===== src/rtl/irq_vec_pkg.sv =====
package irq_vec_pkg;

    typedef enum logic [1:0] {
        ST_READY    = 2'd0,
        ST_WAIT_CLR = 2'd1,
        ST_RESET    = 2'd2
    } ivc_state_e;

endpackage


===== src/rtl/irq_pending_bank.sv =====
module irq_pending_bank #(
    parameter int NUM_SRC = 5
) (
    input  logic               clk,
    input  logic               rst_n,
    input  logic [NUM_SRC-1:0] irq_req,
    input  logic               clr_all,
    input  logic [NUM_SRC-1:0] clr_mask,
    output logic [NUM_SRC-1:0] pend_o
);

    logic [NUM_SRC-1:0] req_d;
    logic [NUM_SRC-1:0] rise_w;

    for (genvar i = 0; i < NUM_SRC; i++) begin : g_src
        assign rise_w[i] = irq_req[i] & ~req_d[i];

        always_ff @(posedge clk or negedge rst_n) begin
            if (!rst_n) begin
                req_d[i]  <= 1'b0;
                pend_o[i] <= 1'b0;
            end else begin
                req_d[i] <= irq_req[i];
                if (clr_all)
                    pend_o[i] <= 1'b0;
                else if (rise_w[i])
                    pend_o[i] <= 1'b1;
                else if (clr_mask[i])
                    pend_o[i] <= 1'b0;
            end
        end


        edge_set_chk: assert property (@(posedge clk) disable iff (!rst_n)
            (!clr_all && rise_w[i]) |=> pend_o[i]);
    end


    clr_all_chk: assert property (@(posedge clk) disable iff (!rst_n)
        clr_all |=> (pend_o == '0));

endmodule


===== src/rtl/irq_prio_arbiter.sv =====
module irq_prio_arbiter #(
    parameter int NUM_SRC = 5,
    parameter int VEC_W   = $clog2(NUM_SRC + 1)
) (
    input  logic [NUM_SRC-1:0] req,
    output logic [NUM_SRC-1:0] grant,
    output logic [VEC_W-1:0]   vec,
    output logic               any
);

    logic [NUM_SRC:0] blocked;

    assign blocked[0] = 1'b0;

    for (genvar i = 0; i < NUM_SRC; i++) begin : g_chain
        assign grant[i]     = req[i] & ~blocked[i];
        assign blocked[i+1] = blocked[i] | req[i];
    end

    assign any = blocked[NUM_SRC];

    always_comb begin
        vec = '0;
        for (int i = 0; i < NUM_SRC; i++) begin
            if (grant[i])
                vec = VEC_W'(i + 1);
        end
    end

endmodule


===== src/rtl/irq_vector_fsm.sv =====
module irq_vector_fsm
    import irq_vec_pkg::*;
#(
    parameter int NUM_SRC = 5,
    parameter int VEC_W   = $clog2(NUM_SRC + 1)
) (
    input  logic               clk,
    input  logic               rst_n,
    input  logic               reset_req,
    input  logic               gie,
    input  logic [NUM_SRC-1:0] grant,
    input  logic [VEC_W-1:0]   vec_in,
    input  logic               any,
    output logic               take_o,
    output logic [VEC_W-1:0]   vec_o,
    output logic [NUM_SRC-1:0] ack_o,
    output logic               clr_all,
    output logic [NUM_SRC-1:0] clr_mask
);

    ivc_state_e state_q, state_d;
    logic       fire;
    logic       rst_entry;

    assign fire      = (state_q == ST_READY) && any && !reset_req;
    assign rst_entry = reset_req && (state_q != ST_RESET);
    assign clr_all   = reset_req;
    assign clr_mask  = fire ? grant : '0;

    always_comb begin
        state_d = state_q;
        if (reset_req) begin
            state_d = ST_RESET;
        end else begin
            unique case (state_q)
                ST_READY:    if (any)  state_d = ST_WAIT_CLR;
                ST_WAIT_CLR: if (!gie) state_d = ST_READY;
                ST_RESET:    state_d = ST_READY;
                default:     state_d = ST_READY;
            endcase
        end
    end

    always_ff @(posedge clk or negedge rst_n) begin
        if (!rst_n)
            state_q <= ST_READY;
        else
            state_q <= state_d;
    end

    always_ff @(posedge clk or negedge rst_n) begin
        if (!rst_n) begin
            take_o <= 1'b0;
            vec_o  <= '0;
            ack_o  <= '0;
        end else begin
            take_o <= fire | rst_entry;
            vec_o  <= fire ? vec_in : '0;
            ack_o  <= fire ? grant  : '0;
        end
    end


    take_pulse_chk: assert property (@(posedge clk) disable iff (!rst_n)
        (take_o && !reset_req) |=> !take_o);


    wait_gie_chk: assert property (@(posedge clk) disable iff (!rst_n)
        (state_q == ST_WAIT_CLR && gie && !reset_req) |=> (!take_o && state_q == ST_WAIT_CLR));


    rst_vec_chk: assert property (@(posedge clk) disable iff (!rst_n)
        (reset_req && state_q != ST_RESET) |=> (take_o && vec_o == '0 && ack_o == '0));


    rst_hold_chk: assert property (@(posedge clk) disable iff (!rst_n)
        (state_q == ST_RESET && reset_req) |=> !take_o);

endmodule


===== src/rtl/irq_vector_ctrl.sv =====
module irq_vector_ctrl #(
    parameter int NUM_SRC = 5,
    parameter int VEC_W   = $clog2(NUM_SRC + 1)
) (
    input  logic               clk,
    input  logic               rst_n,
    input  logic               reset_req,
    input  logic [NUM_SRC-1:0] irq_req,
    input  logic [NUM_SRC-1:0] src_en,
    input  logic               gie,
    output logic               take_o,
    output logic [VEC_W-1:0]   vec_o,
    output logic [NUM_SRC-1:0] ack_o
);

    logic [NUM_SRC-1:0] pend;
    logic [NUM_SRC-1:0] elig;
    logic [NUM_SRC-1:0] grant;
    logic [NUM_SRC-1:0] clr_mask;
    logic [VEC_W-1:0]   arb_vec;
    logic               arb_any;
    logic               clr_all;

    assign elig = pend & src_en & {NUM_SRC{gie}};

    irq_pending_bank #(.NUM_SRC(NUM_SRC)) u_bank (
        .clk      (clk),
        .rst_n    (rst_n),
        .irq_req  (irq_req),
        .clr_all  (clr_all),
        .clr_mask (clr_mask),
        .pend_o   (pend)
    );

    irq_prio_arbiter #(.NUM_SRC(NUM_SRC), .VEC_W(VEC_W)) u_arb (
        .req   (elig),
        .grant (grant),
        .vec   (arb_vec),
        .any   (arb_any)
    );

    irq_vector_fsm #(.NUM_SRC(NUM_SRC), .VEC_W(VEC_W)) u_fsm (
        .clk       (clk),
        .rst_n     (rst_n),
        .reset_req (reset_req),
        .gie       (gie),
        .grant     (grant),
        .vec_in    (arb_vec),
        .any       (arb_any),
        .take_o    (take_o),
        .vec_o     (vec_o),
        .ack_o     (ack_o),
        .clr_all   (clr_all),
        .clr_mask  (clr_mask)
    );


    prio_low_first_chk: assert property (@(posedge clk) disable iff (!rst_n)
        (grant != '0) |-> (((grant - NUM_SRC'(1)) & elig) == '0));


    ack_onehot_chk: assert property (@(posedge clk) disable iff (!rst_n)
        $onehot0(ack_o));


    gated_take_chk: assert property (@(posedge clk) disable iff (!rst_n)
        (take_o && ack_o != '0) |-> ($past(gie) && (($past(src_en) & ack_o) != '0)));


    vec_range_chk: assert property (@(posedge clk) disable iff (!rst_n)
        (take_o && ack_o != '0) |-> (vec_o != '0 && vec_o <= VEC_W'(NUM_SRC)));


    idle_zero_chk: assert property (@(posedge clk) disable iff (!rst_n)
        !take_o |-> (vec_o == '0 && ack_o == '0));

endmodule


===== config.mk =====
export PLATFORM = sky130hd
export DESIGN_NAME = irq_vector_ctrl
export DESIGN_NICKNAME = d
export VERILOG_FILES = /design/src/rtl/irq_vec_pkg.sv /design/src/rtl/irq_pending_bank.sv /design/src/rtl/irq_prio_arbiter.sv /design/src/rtl/irq_vector_fsm.sv /design/src/rtl/irq_vector_ctrl.sv
export SDC_FILE = /design/constraint.sdc
export NUM_CORES = 1
export LEC_CHECK = 0
export BUFFER_PORTS_ARGS = -buffer_cell sky130_fd_sc_hd__buf_2
export CORE_MARGIN = 2
export CORE_UTILIZATION = 44
export DETAILED_ROUTE_END_ITERATION = 12
export GPL_ROUTABILITY_DRIVEN = 0
export PLACE_DENSITY = 0.76
export SLEW_MARGIN = 20
export SYNTH_ARGS = -nofsm -noshare
export SYNTH_HDL_FRONTEND = slang
export SYNTH_HIERARCHICAL = 1
export SYNTH_SLANG_ARGS = --single-unit
export TNS_END_PERCENT = 5

===== constraint.sdc =====
create_clock -name clk -period 1.5 [get_ports clk]
set_input_delay 0.15 -clock clk [delete_from_list [all_inputs] [get_ports clk]]
set_output_delay 0.15 -clock clk [all_outputs]
set_load 0.02 [all_outputs]

==> summary.md <==
• max cap viols: 0
• largest net degree at the start of global routing: 22
• power per standard cell area: 842 mW/mm²
• VDD IR max: 0.000440 V
• sequential share of power: 59.8%
• post-synthesis instance area: 845 µm²
• largest fanout of any net on the critical path: 2
• nature of the critical path startpoint: register
• final number of setup-violating endpoints: 9
• remaining antenna violation count: 0
• relative slew slack: 70.5%
• Finished Layout Cells: 138
• Die Height: 47.8 µm
• Worst Setup Slack, final: -0.150 ns
• Post-Synthesis Net Count: 85
• worst path required time: 1.69 ns
• Post-Place Cells: 121
• CP endpoint kind: register
• H-tree lvl count: 1
• launching point of the worst reg2reg path: u_bank/pend_o[1]
• net switching power of the design: 0.000237 W
• CP endpoint: u_fsm/take_o
• routed wire length: 1620 µm
• die boundary width: 47.8 µm
• highest achievable clock rate: 606 MHz
• overall via count from detail_route: 624
• switching power share of the total: 23.7%
• Cells after Synth: 71
• share of synthesized area spent on multiplexers: 1.19%
• count of yosys warnings during synthesis: 6
• relative contribution of the clock network to total power: 26.3%
• slew at the pin with the worst max-slew slack: 0.443 ns
• Post-Synth Simple-Gate Area: 29.3%
• worst reg2reg path endpoint: u_fsm/take_o
• CTS buffer count: 3
• antenna violations before repair: 0
• worst-case clock skew: 0.00413 ns
• count of nets after finishing: 128
• grt ovf: 0
• number of port buffers: 22
• global-route usage over all layers: 15.9%
• detailed-route vias per instance: 4.52
• average routed wire per standard cell: 11.7 µm
• Starting Density: 47.9%
• internal power consumption: 0.000763 W
• row count: 15
• Std-Cell Core Area: 0.00176 mm²
• length in cells of the worst reg-to-reg path: 8
• FF+latch count, synth: 21
• # diodes: 0
• run status: finished, violations left
• clock root buffer master: sky130_fd_sc_hd__clkbuf_4
• violations in the final reports: negative setup slack
• area share of xor/xnor cells in the synthesized design: 0%
• worst min-delay path category: input pin to register
• post-synthesis area per instance: 11.9 µm²
• share of layout cells above drive strength 1: 43.4%
• Setup Total Neg Slack: -0.752 ns
• clk_lat worst skew: 0.30 ns
• TritonCTS clock tree: yes
• category of the most critical setup path: register to register
• vias in the first global route: 593
• worst-case clock buffer depth: 2
• reg-to-reg slack, setup: -0.15 ns
• Top Ports: 23
• overall power: 0.00100 W
• Synth Area in Adders: 0%
• fin crit share: 110%
• number of optimization iterations in the first detailed-route pass: 4
• DRC Markers: 0
• minimum hold slack: 0.0737 ns
• Worst setup startpoint: u_bank/pend_o[1]
• post-synthesis cell type count: 19
• area fraction in compound gates after synthesis: 4.59%
• unrepaired setup endpoints after global routing: true
• estimated wirelength of the detail-placed design: 1050 µm
• register area share after synthesis: 62.2%
• crit path DAT: 1.84 ns
• number of inserted filler cells in the final layout: 147
• area growth from synthesis to layout: 40.6%
• clock-pin slew on the worst setup and hold paths: 0.11 ns
• count of clock tree sinks: 21
• Iteration-0 DRC Markers: 5
• main combinational cell family by area after synthesis: simple AND/OR/NAND/NOR gates
• Final Hold Violating Endpoints: 0
• Gate power share: 13.9%
• global-route wire length before repair: 2500 µm
• LEAKAGE: 0.616 nW
• minimum clock period: 1.65 ns
• pins over their slew limit: 0
• Total Die Area: 0.00229 mm²
worst min path at each step:
stage,start,to,depth (start not counted)
2_1_floorplan,rst_n,u_bank/pend_o[0],0
3_3_place_gp,rst_n,u_bank/req_d[0],1
3_5_place_dp,rst_n,u_bank/req_d[0],1
4_1_cts,reset_req,u_fsm/state_q[1],1
5_1_grt,reset_req,u_fsm/state_q[1],1
6_report,reset_req,u_fsm/state_q[1],1
final cells by class:
| type | instances | area, µm² | share of cell area, % |
|---|---|---|---|
| inverters | 1 | 3.75 | 0.316 |
| multi-input cells | 46 | 332 | 27.9 |
| well taps | 25 | 31.3 | 2.63 |
| clock buffers | 3 | 22.5 | 1.90 |
| repair buffers | 41 | 268 | 22.6 |
| clock inverters | 1 | 5.00 | 0.421 |
| flip-flops and latches | 21 | 526 | 44.3 |
cells by family after synthesis:
group / count (synthesis)
DFF: 21
muxes: 1
buffers and inverters: 4
AOI/OAI and AO/OA: 7
and+or+nand+nor: 38
layout by cell type (no fill, tap or decap):
cell type | netlist | layout
sky130_fd_sc_hd__and2_4 | 0 | 3
sky130_fd_sc_hd__and2_1 | 9 | 6
sky130_fd_sc_hd__and2b_1 | 1 | 1
sky130_fd_sc_hd__buf_2 | 0 | 22
sky130_fd_sc_hd__nor3_4 | 0 | 1
sky130_fd_sc_hd__nand2b_1 | 11 | 11
sky130_fd_sc_hd__nor2_2 | 0 | 1
sky130_fd_sc_hd__and3_4 | 0 | 3
sky130_fd_sc_hd__nor2b_1 | 2 | 2
sky130_fd_sc_hd__nor4_1 | 1 | 1
sky130_fd_sc_hd__dfrtp_1 | 21 | 21
sky130_fd_sc_hd__nor3b_1 | 1 | 1
sky130_fd_sc_hd__inv_1 | 1 | 1
sky130_fd_sc_hd__buf_4 | 2 | 13
sky130_fd_sc_hd__clkbuf_4 | 0 | 3
sky130_fd_sc_hd__nor3_1 | 1 | 1
sky130_fd_sc_hd__nand2_1 | 1 | 1
sky130_fd_sc_hd__nor4b_4 | 1 | 1
sky130_fd_sc_hd__a2bb2oi_1 | 1 | 1
sky130_fd_sc_hd__dlygate4sd3_1 | 0 | 6
sky130_fd_sc_hd__nor2_1 | 4 | 3
sky130_fd_sc_hd__a21oi_1 | 6 | 5
sky130_fd_sc_hd__clkinv_2 | 0 | 1
sky130_fd_sc_hd__and3_1 | 5 | 2
sky130_fd_sc_hd__a21oi_2 | 0 | 1
sky130_fd_sc_hd__mux2i_1 | 1 | 1
worst max-delay path, stage by stage, from the launching register on:
cell	delay, ns
sky130_fd_sc_hd__dfrtp_1	0.41
sky130_fd_sc_hd__and3_4	0.19
sky130_fd_sc_hd__nor3_4	0.19
sky130_fd_sc_hd__nand2_1	0.10
sky130_fd_sc_hd__buf_4	0.15
sky130_fd_sc_hd__buf_4	0.12
sky130_fd_sc_hd__buf_4	0.12
sky130_fd_sc_hd__nor2b_1	0.13
sky130_fd_sc_hd__a2bb2oi_1	0.13
power by group through the flow:
stage	clock, W	combinational [W]	sequential, W
floorplan	0	0.0000464	0.000611
global placement	0	0.0000955	0.000607
detailed placement	0	0.0000987	0.000608
CTS	0.000269	0.000128	0.000597
global route	0.000297	0.000153	0.000600
finish	0.000263	0.000139	0.000598
what timing repair did:
action                                  4_1_cts  5_1_grt
hold buffers                                  6        0
setup buffers                                 4        4
endpoints found under the setup margin        7       11
endpoints found under the hold margin        26        0
gates resized for setup                       6        3
pin swaps                                     9        4
registers in the layout (all words and copies together), names as in the netlist:
signal         cells
u_bank/pend_o      5
u_bank/req_d       5
u_fsm/ack_o        5
u_fsm/vec_o        3
u_fsm/state_q      2
u_fsm/take_o       1
per-stage QoR:
stage          area [µm²]  util [%]  setup WS [ns]
6_report             1190      67.3         -0.150
3_5_place_dp         1010      57.4         -0.136
5_1_grt              1190      67.3         -0.228
4_1_cts              1160      65.6        -0.0254
3_3_place_gp         1010      57.4        -0.0274
2_1_floorplan         845         -        0.00476
layer usage:
layer | GRT usage [%] | wire length [µm] | up-vias
met5 | 0 | 0 | -
met4 | 5.95 | 15 | 0
met3 | 3.77 | 54 | 2
met2 | 28.0 | 860 | 14
met1 | 18.8 | 689 | 291
li1 | - | - | 317
Yosys cell counts:
library cell	number	area, µm²
sky130_fd_sc_hd__nand2b_1	11	68.8
sky130_fd_sc_hd__clkbuf_1	1	3.75
sky130_fd_sc_hd__nor3b_1	1	7.51
sky130_fd_sc_hd__buf_4	2	15.0
sky130_fd_sc_hd__nor2_1	4	15.0
sky130_fd_sc_hd__dfrtp_1	21	526
sky130_fd_sc_hd__a2bb2oi_1	1	8.76
sky130_fd_sc_hd__inv_1	1	3.75
sky130_fd_sc_hd__nor3_1	1	5.00
sky130_fd_sc_hd__nor3_2	1	10.0
sky130_fd_sc_hd__and2b_1	1	7.51
sky130_fd_sc_hd__nand2_1	1	3.75
sky130_fd_sc_hd__and3_1	5	31.3
sky130_fd_sc_hd__nor2b_1	2	12.5
sky130_fd_sc_hd__nor4b_4	1	23.8
sky130_fd_sc_hd__nor4_1	1	6.26
sky130_fd_sc_hd__and2_1	9	56.3
sky130_fd_sc_hd__mux2i_1	1	10.0
sky130_fd_sc_hd__a21oi_1	6	30.0
Note: power is estimated with default switching activity, not from simulation.
